--- src/rtl/hb_pkg.sv ---
package hb_pkg;
    localparam int BUS_W  = 18;
    localparam int PART_W = 9;

    typedef enum logic [2:0] {
        BW_18, BW_16, BW_9, BW_8HI, BW_8LO, BW_NONE
    } bus_mode_e;

    typedef enum logic [1:0] {
        ST_IDLE, ST_WRITE, ST_READ, ST_COMMIT
    } port_state_e;

    function automatic bus_mode_e decode_mode(input logic [3:0] code);
        bus_mode_e m;
        case (code)
            4'd0:    m = BW_18;
            4'd1:    m = BW_16;
            4'd2:    m = BW_9;
            4'd3:    m = BW_8HI;
            4'd4:    m = BW_8LO;
            default: m = BW_NONE;
        endcase
        return m;
    endfunction
endpackage

--- src/rtl/hb_sync.sv ---
module hb_sync #(
    parameter int           W      = 3,
    parameter int           STAGES = 2,
    parameter logic [W-1:0] INIT   = '1
) (
    input  logic         clk,
    input  logic         rst_n,
    input  logic [W-1:0] d,
    output logic [W-1:0] q
);
    logic [W-1:0] pipe [STAGES];

    always_ff @(posedge clk or negedge rst_n) begin
        if (!rst_n) begin
            for (int i = 0; i < STAGES; i++) pipe[i] <= INIT;
        end else begin
            pipe[0] <= d;
            for (int i = 1; i < STAGES; i++) pipe[i] <= pipe[i-1];
        end
    end

    assign q = pipe[STAGES-1];
endmodule

--- src/rtl/hb_lane.sv ---
module hb_lane
    import hb_pkg::*;
(
    input  bus_mode_e          mode,
    input  logic               phase,
    input  logic [BUS_W-1:0]   bus_held,
    input  logic [PART_W-1:0]  pend,
    input  logic [BUS_W-1:0]   rd_word,
    input  logic [BUS_W-1:0]   out_lane,
    output logic [BUS_W-1:0]   in_lane,
    output logic [BUS_W-1:0]   wr_word,
    output logic [BUS_W-1:0]   rd_part,
    output logic [BUS_W-1:0]   bus_drive
);
    // Bus pins -> right-aligned lane for the active width
    always_comb begin
        unique case (mode)
            BW_16:         in_lane = {2'b00, bus_held[17:10], bus_held[8:1]};
            BW_9:          in_lane = {9'd0, bus_held[17:9]};
            BW_8HI, BW_8LO: in_lane = {10'd0, bus_held[17:10]};
            default:       in_lane = bus_held;
        endcase
    end

    // Assemble the full word on the final beat
    always_comb begin
        unique case (mode)
            BW_9:    wr_word = {pend, in_lane[8:0]};
            BW_8HI:  wr_word = {2'b00, pend[7:0], in_lane[7:0]};
            BW_8LO:  wr_word = {2'b00, in_lane[7:0], pend[7:0]};
            default: wr_word = in_lane;
        endcase
    end

    // Pick the portion of the stored word for the current read beat
    always_comb begin
        unique case (mode)
            BW_9:    rd_part = phase ? {9'd0, rd_word[8:0]}   : {9'd0, rd_word[17:9]};
            BW_8HI:  rd_part = phase ? {10'd0, rd_word[7:0]}  : {10'd0, rd_word[15:8]};
            BW_8LO:  rd_part = phase ? {10'd0, rd_word[15:8]} : {10'd0, rd_word[7:0]};
            default: rd_part = rd_word;
        endcase
    end

    // Lane -> bus pins for reads
    always_comb begin
        unique case (mode)
            BW_16:          bus_drive = {out_lane[15:8], 1'b0, out_lane[7:0], 1'b0};
            BW_9:           bus_drive = {out_lane[8:0], 9'd0};
            BW_8HI, BW_8LO: bus_drive = {out_lane[7:0], 10'd0};
            default:        bus_drive = out_lane;
        endcase
    end
endmodule

--- src/rtl/hb_regfile.sv ---
module hb_regfile #(
    parameter int IDX_W  = 4,
    parameter int WORD_W = 18
) (
    input  logic              clk,
    input  logic              rst_n,
    input  logic              we,
    input  logic [IDX_W-1:0]  waddr,
    input  logic [WORD_W-1:0] wdata,
    input  logic [IDX_W-1:0]  raddr,
    output logic [WORD_W-1:0] rdata
);
    localparam int NREG = 1 << IDX_W;

    logic [WORD_W-1:0] regs [NREG];

    always_ff @(posedge clk or negedge rst_n) begin
        if (!rst_n) begin
            for (int i = 0; i < NREG; i++) regs[i] <= '0;
        end else if (we) begin
            regs[waddr] <= wdata;
        end
    end

    assign rdata = regs[raddr];
endmodule

--- src/rtl/hostbus_port.sv ---
module hostbus_port
    import hb_pkg::*;
#(
    parameter int IDX_W = 4
) (
    input  logic        clk,
    input  logic        rst_n,
    input  logic [3:0]  mode_sel,
    input  logic        cs_n,
    input  logic        rs,
    input  logic        wr_n,
    input  logic        rd_n,
    input  logic [17:0] db_in,
    output logic [17:0] db_out,
    output logic        db_oe
);
    localparam int STAT_PAD = BUS_W - 4 - IDX_W;

    port_state_e state, state_nx;
    bus_mode_e   mode;
    logic        mode_ok, two_beat;
    logic        cs_s, wr_s, rd_s;
    logic [BUS_W-1:0]  hold_db;
    logic              hold_rs;
    logic [PART_W-1:0] pend;
    logic              phase;
    logic [IDX_W-1:0]  index_r;
    logic [BUS_W-1:0]  in_lane, wr_word, rd_part, bus_drive, rd_word, out_lane;
    logic              commit, idx_we, reg_we, rd_adv;

    assign mode     = decode_mode(mode_sel);
    assign mode_ok  = (mode != BW_NONE);
    assign two_beat = (mode == BW_9) || (mode == BW_8HI) || (mode == BW_8LO);

    hb_sync #(.W(3), .STAGES(2), .INIT(3'b111)) sync_i (
        .clk   (clk),
        .rst_n (rst_n),
        .d     ({cs_n, wr_n, rd_n}),
        .q     ({cs_s, wr_s, rd_s})
    );

    // State register
    always_ff @(posedge clk or negedge rst_n) begin
        if (!rst_n) state <= ST_IDLE;
        else        state <= state_nx;
    end

    // Transitions
    always_comb begin
        state_nx = state;
        unique case (state)
            ST_IDLE: begin
                if (mode_ok && !cs_s) begin
                    if (!wr_s)      state_nx = ST_WRITE;
                    else if (!rd_s) state_nx = ST_READ;
                end
            end
            ST_WRITE: begin
                if (cs_s)      state_nx = ST_IDLE;
                else if (wr_s) state_nx = ST_COMMIT;
            end
            ST_COMMIT: state_nx = ST_IDLE;
            ST_READ: begin
                if (cs_s || rd_s) state_nx = ST_IDLE;
            end
        endcase
    end

    // Outputs of the state machine
    always_comb begin
        commit = (state == ST_COMMIT);
        idx_we = commit && !hold_rs;
        reg_we = commit && hold_rs && !(two_beat && !phase);
        rd_adv = (state == ST_READ) && rd_s && !cs_s && hold_rs && two_beat;
    end

    // Capture pins and register select while the strobe is low
    always_ff @(posedge clk or negedge rst_n) begin
        if (!rst_n) begin
            hold_db <= '0;
            hold_rs <= 1'b0;
        end else if (state_nx == ST_WRITE) begin
            hold_db <= db_in;
            hold_rs <= rs;
        end else if (state_nx == ST_READ && state == ST_IDLE) begin
            hold_rs <= rs;
        end
    end

    // Index, beat pointer and pending half word
    always_ff @(posedge clk or negedge rst_n) begin
        if (!rst_n) begin
            index_r <= '0;
            phase   <= 1'b0;
            pend    <= '0;
        end else begin
            if (idx_we) index_r <= in_lane[IDX_W-1:0];
            if (commit && hold_rs && two_beat && !phase) pend <= in_lane[PART_W-1:0];
            if (cs_s || idx_we)  phase <= 1'b0;
            else if (commit)     phase <= two_beat && !phase;
            else if (rd_adv)     phase <= !phase;
        end
    end

    hb_lane lane_i (
        .mode      (mode),
        .phase     (phase),
        .bus_held  (hold_db),
        .pend      (pend),
        .rd_word   (rd_word),
        .out_lane  (out_lane),
        .in_lane   (in_lane),
        .wr_word   (wr_word),
        .rd_part   (rd_part),
        .bus_drive (bus_drive)
    );

    hb_regfile #(.IDX_W(IDX_W), .WORD_W(BUS_W)) regs_i (
        .clk   (clk),
        .rst_n (rst_n),
        .we    (reg_we),
        .waddr (index_r),
        .wdata (wr_word),
        .raddr (index_r),
        .rdata (rd_word)
    );

    // Read path straight from the pins
    always_comb begin
        out_lane = rs ? rd_part : {{STAT_PAD{1'b0}}, mode_sel, index_r};
        db_oe    = mode_ok && !cs_n && !rd_n;
        db_out   = db_oe ? bus_drive : '0;
    end

    assert_cs_high_idle_R2: assert property (@(posedge clk) disable iff (!rst_n)
        (cs_s && state == ST_IDLE) |=> (state == ST_IDLE));

    assert_reserved_idle_R11: assert property (@(posedge clk) disable iff (!rst_n)
        (!mode_ok && state == ST_IDLE) |=> (state == ST_IDLE));

    assert_cs_clears_beat_R10: assert property (@(posedge clk) disable iff (!rst_n)
        cs_s |=> !phase);

    assert_index_clears_beat_R10: assert property (@(posedge clk) disable iff (!rst_n)
        (state == ST_COMMIT && !hold_rs) |=> !phase);

    assert_single_beat_stays_R5: assert property (@(posedge clk) disable iff (!rst_n)
        (state == ST_COMMIT && hold_rs && !two_beat) |=> !phase);

    assert_commit_after_write_R12: assert property (@(posedge clk) disable iff (!rst_n)
        (state == ST_COMMIT) |-> ($past(state) == ST_WRITE));
endmodule

--- config.mk ---
export PLATFORM = sky130hd
export DESIGN_NAME = hostbus_port
export DESIGN_NICKNAME = d
export VERILOG_FILES = /design/src/rtl/hb_pkg.sv /design/src/rtl/hb_sync.sv /design/src/rtl/hb_lane.sv /design/src/rtl/hb_regfile.sv /design/src/rtl/hostbus_port.sv
export SDC_FILE = /design/constraint.sdc
export NUM_CORES = 1
export LEC_CHECK = 0
export BUFFER_PORTS_ARGS = -buffer_cell sky130_fd_sc_hd__clkbuf_2
export CORE_MARGIN = 2
export CORE_UTILIZATION = 45
export CTS_BUF_LIST = sky130_fd_sc_hd__clkbuf_8
export DETAILED_ROUTE_END_ITERATION = 8
export SLEW_MARGIN = 20
export SYNTH_ARGS = -nofsm -noshare
export SYNTH_HDL_FRONTEND = slang
export SYNTH_SLANG_ARGS = --single-unit
--- constraint.sdc ---
create_clock -name clk -period 2.5 [get_ports clk]
set_clock_uncertainty 0.05 [all_clocks]
set_input_delay 0.375 -clock clk [delete_from_list [all_inputs] [get_ports clk]]
set_output_delay 0.375 -clock clk [all_outputs]
set_load 0.01 [all_outputs]
* After elaboration in Yosys (flattened, before gate mapping) *
Index checks and enable logic that the tools add are counted.

word-level totals
  register bits = 329
  latch bits = 0
  RAM bits = 0
  ROM bits = 0
  input port bits = 28
  output and inout port bits = 19
  memories = 0

cells by class
  add/subtract/negate cells = 0
  $mul = 0
  divide/modulo/power cells = 0
  $lt $le $gt $ge = 2
  eq/ne operators = 14
  shift operators = 0
  muxes and demuxes = 28
  bitwise logic cells = 1
  reduce and logical (&&, ||, !) cells = 30

operators by type and width
  kind                count
  $bwmux 288          1
  $pmux 18 s3         4
  $mux 18             5
  $bmux 18 s4         1
  $demux 18 s4        1
  $mux 8              2
  $logic_and 1x1->1   15
  $pmux 3 s5          1
  $mux 2              6
  $mux 9              1
  $eq 4x2->1 const B  2
  $pmux 2 s4          1
  $eq 2x2->1 const B  3
  $eq 3x2->1 const B  2
  $logic_not 1->1     6
  $ge 5x5->1 const B  1
  $lt 5x1->1 const B  1
  $mux 1              5
  $not 4->5           1
  $eq 2x1->1 const B  2
  $eq 4x1->1 const B  1
  $eq 4x3->1 const B  1
  $logic_not 4->1     1
  $logic_or 1x1->1    4
  7 further kinds     7

* Longest topological paths before layout *
  depth after elaboration = 10
  depth in mapped cells = 11
  depth with buffers taken out = 7

* By module *
A second synthesis with hierarchy kept.

second synthesis, totals
  cells, all modules = 1203
  area total of the unflattened synthesis = 17058.9 um2

modules (own cells, without submodules)
  module        times used  cells an instance  area each (um2)  sequential area each (um2)
  hb_regfile    1           793                12887.4          7206.9
  hb_lane       1           259                2193.4           0.0
  hostbus_port  1           142                1798.0           875.8
  hb_sync       1           9                  180.2            157.7

* Least setup slack after synthesis *
No wires, ideal clock.

  path type = flip-flop to output port
  start = register index_r[0]
  end = output port db_out[13]
  data arrival time = 2290 ps
  data required time = 2075 ps
  path slack = -215 ps
  cell stages (with the launch flop) = 11
  buffers on the path = 4
  cells stage by stage = dfrtp_1 buf_6 buf_4 buf_4 buf_2 or4_1 o221ai_1 a211oi_1 o22ai_1 a2bb2oi_1 o22ai_1

between the ends
  word-level cells in the longest chain between the ends = 9
  elaborated cells between the ends (all ways) = 11
  those cells by class = mux: 10; bitwise: 1

RTL lines
  item                                          line                 text
  start: declaration                            hostbus_port.sv:27   logic [IDX_W-1:0] index_r;
  start signal: assignment                      hostbus_port.sv:97   if (idx_we) index_r <= in_lane[IDX_W-1:0];
  $not 4->5 (not written as such) *             hb_regfile.sv:25     assign rdata = regs[raddr];
  $bmux 18 s4 *                                 hb_regfile.sv:25
  $mux 18 (not written as such) * (2 in a row)  hb_regfile.sv:25
  $mux 8 (tied with other cells)                hb_lane.sv:40        BW_8LO: rd_part = phase ? {10'd0, rd_word[15:8]} : {10'd0, rd_word[7:0]};
  $pmux 18 s3 *                                 hb_lane.sv:37        unique case (mode)
  $mux 18 *                                     hostbus_port.sv:130  out_lane = rs ? rd_part : {{STAT_PAD{1'b0}}, mode_sel, index_r};
  $pmux 18 s3 *                                 hb_lane.sv:47        unique case (mode)
  $mux 18 *                                     hostbus_port.sv:132  db_out = db_oe ? bus_drive : '0;
  end: declaration                              hostbus_port.sv:14   output logic [17:0] db_out,

Every way passes the cells marked *; elsewhere a longest branch is shown, timed or not. The select of a mux whose other input is x is not followed.

* Worst setup path in the final report *
  start = register index_r[1]
  end = output port db_out[12]

The elaborated chain is that of the path after synthesis.

==> summary.txt <==
Detailed routing
  – Final wirelength: 47200 um
  – Residual DRC: 0
  – Pre-Repair DR Iteration Count: 7
  – Routed vias: 12768
  – Initial drt markers: 1042
  – Routed Antenna Nets: 0
  – Vias per cell: 5.63
  – Routed len/inst: 20.8 um

Clock network
  – CTS tree: done
  – CTS buffer count: 55
  – CTS max path bufs: 3
  – Clk Latency, worst-skew pair: 0.66 ns
  – # H-tree levels: 2
  – Clock transition at path regs: 0.06 ns
  – # clock sinks: 329
  – CTS Root Cell: clkbuf_8

Placed design
  – Detailed Place HPWL: 32400 um
  – Placed insts: 2125
  – Port buffer count: 46
  – RD Place Congestion: 0.913
  – Post-Place Worst Slack: -0.663 ns
  – DP Area: 18000 sq um

Synthesis
  – Avg Cell Area, Syn: 10.3 sq um
  – Synthesized cell area: 15700 sq um
  – Syn nets: 1554
  – Register area share after synthesis: 52.5%
  – Dominant synthesized flop cell: dfrtp_1
  – Yosys Warn Count: 0
  – Fraction of registers with async set/reset: 100%
  – Synth Instances: 1526
  – Synth cell types: 65
  – Seq cells post-synth: 329
  – EDFF count, synth: 0

Timing
  – Period utilization: 145%
  – Sum Neg Setup Slack: -18.44 ns
  – Relative slew slack: 57.1%
  – FMAX: 277 MHz
  – Worst-margin pin slew: 0.625 ns
  – Worst Setup Slack, final: -1.11 ns
  – Final Hold Vio Count: 0
  – Final setup fails: 18
  – RSZ-0062 raised after global routing: yes
  – Hold WS: 0.161 ns
  – Pins Over Slew Limit: 0
  – Min cycle time layout: 3.61 ns

Die
  – Die Ht: 191 um
  – I/O pin count: 47
  – Initial core utilization: 45.6%
  – Placeable Area: 34500 sq um
  – Die footprint: 36400 sq um
  – # rows: 68
  – Die span in x: 191 um

GRT
  – Largest net degree at the start of global routing: 80
  – Grt total ovfl: 0
  – Initial antenna violation count: 0
  – First-pass GRT wire length: 73500 um
  – Number of global-route vias before repair: 12717
  – Gr usage total: 26.7%

Power
  – P_int: 9.86 mW
  – PD cells: 719 nW/um^2
  – Peak supply drop: 0.417 mV
  – Share of total power in combinational logic: 25.5%
  – Total power: 14.3 mW
  – Net Sw Frac: 31.1%
  – Power share of the clock group: 34.6%
  – Register share of total power: 40.0%
  – Psw: 4.46 mW
  – Static leakage: 9.16 nW

Layout
  – Post-route design area: 19900 sq um
  – Fillers: 3013
  – Diode count: 0
  – Area growth syn-to-layout: 26.8%
  – Post-layout util: 57.8%
  – Finished Layout Cells: 2267
  – Final #Nets: 1794
  – Share of cells above drive strength 1: 30.0%

Worst setup path
  – Reg2reg path depth: 10
  – Critical path class: reg -> out
  – Critical Path End Type: output pin
  – CP max FO: 8
  – Crit path required time: 2.08 ns
  – Reg2Reg Setup Slack: 0.47 ns
  – WP data arrival: 3.19 ns
  – CP startpoint kind: register

Hold path
  – Worst Hold Class: in -> async

Outcome
  – Failing checks: negative setup slack
  – Status: finished with violations

Flow run
  – Max-cap violations: 0
cells in the final DEF, fill, tap and decap left out, types with 4 or more instances in the layout:
master / netlist / routed
inv_1: 4 / 23
buf_6: 6 / 5
o21a_1: 5 / 4
dlygate4sd3_1: 0 / 22
a22oi_2: 0 / 15
nor2b_1: 13 / 9
mux2_4: 0 / 8
dfstp_2: 6 / 6
clkinv_2: 0 / 12
clkbuf_8: 0 / 67
nor2_1: 44 / 43
a21oi_2: 1 / 13
mux2_2: 16 / 9
mux2i_1: 52 / 46
and3_1: 7 / 5
buf_2: 60 / 5
a31oi_1: 6 / 6
o211ai_1: 8 / 8
nand2_2: 1 / 5
nor2b_2: 0 / 4
mux4_2: 59 / 59
buf_12: 0 / 28
mux2i_2: 0 / 5
o21ai_0: 233 / 233
and2_4: 0 / 4
nand2_1: 335 / 331
mux2_1: 20 / 19
a21oi_1: 40 / 28
a222oi_1: 7 / 7
nand3_1: 33 / 30
buf_4: 7 / 204
dfrtp_1: 323 / 319
and2_1: 8 / 5
o21ai_1: 78 / 75
clkbuf_2: 0 / 39
a221oi_2: 0 / 4
a22oi_1: 32 / 17
final timing paths:
check | start | endpoint
max in group asynchronous | rst_n | regs_i.regs[143]
setup / recovery | index_r[1] | db_out[12]
hold reg to reg | sync_i.pipe[4] | sync_i.q[1]
min in group clk | sync_i.pipe[4] | sync_i.q[1]
hold / removal | rst_n | regs_i.regs[39]
setup reg to reg | index_r[2] | regs_i.regs[252]
repair_timing:
action,in CTS,in global routing
endpoints found under the hold margin,79,0
pin swaps,17,18
gates resized for setup,46,41
hold buffers,22,0
buffers inserted,11,4
cloned,1,1
endpoints found under the setup margin,18,18
cell type report:
cell class                 instances  area [sq um]  share of cell area (%)
clock buffer                      67           922                    4.63
clock inverter                    36           231                    1.16
inverter                           5          18.8                  0.0943
multi-input combinational       1068          7250                    36.4
sequential                       329          8250                    41.4
tap                              455           569                    2.86
timing repair buffer             307          2670                    13.4
power by group through the flow:
stage | sequential, mW | clock [mW] | combinational (mW)
2_1_floorplan | 5.70 | 0 | 1.80
3_3_place_gp | 5.83 | 0 | 3.24
3_5_place_dp | 5.83 | 0 | 3.26
4_1_cts | 5.72 | 5.05 | 3.53
5_1_grt | 5.74 | 5.29 | 3.88
6_report | 5.72 | 4.95 | 3.65
metal layers:
layer	GRT usage [%]	vias up	share of wire [%]
met1	36.3	6317	44
met2	42.9	408	47
li1	-	5946	-
met4	8.26	0	2.7
met3	5.70	97	5.9
met5	0	-	0
kinds of logic after synthesis:
family	count (synthesis)	synth area share, %
AOI/OAI and AO/OA	448	16.1
buffers and inverters	129	4.02
DFF	329	52.5
muxes	147	14.4
and+or+nand+nor	473	13.0
cells in the mapped netlist, types with 5 or more instances:
cell / number / share of area [%]
o211ai_1: 8 / 0.38
nand2_1: 335 / 8.0
o22ai_1: 6 / 0.24
o21ai_0: 233 / 7.4
mux2_2: 16 / 1.1
and3_1: 7 / 0.28
a222oi_1: 7 / 0.45
dfstp_2: 6 / 1.0
o21a_1: 5 / 0.24
mux2_1: 20 / 1.4
buf_6: 6 / 0.43
a221oi_1: 5 / 0.28
nor2b_1: 13 / 0.52
mux4_2: 59 / 8.5
nand3_1: 33 / 1.1
nor2_1: 44 / 1.1
a21oi_1: 40 / 1.3
buf_4: 7 / 0.33
and2_1: 8 / 0.32
a22oi_1: 32 / 1.5
buf_2: 60 / 1.9
dfrtp_1: 323 / 51
mux2i_1: 52 / 3.3
clkbuf_1: 51 / 1.2
o21ai_1: 78 / 2.5
a31oi_1: 6 / 0.24
sequential cells by signal (all words and copies together) (netlist names):
name / cells
hold_db: 18
hold_rs: 1
index_r: 4
pend: 9
phase: 1
regs_i.regs: 288
state: 2
sync_i.pipe: 3
sync_i.q: 3
critical path, cell delays in order, from the launching register on:
cell      delay [ns]
dfrtp_4         0.55
buf_12          0.19
buf_12          0.14
mux2i_2         0.14
a22oi_2         0.20
buf_4           0.15
and3b_1         0.18
o21a_1          0.16
nor4_4          0.07
or3_1           0.37
a221oi_2        0.25
buf_2           0.17
No activity file was read; power rests on OpenSTA's default activity.
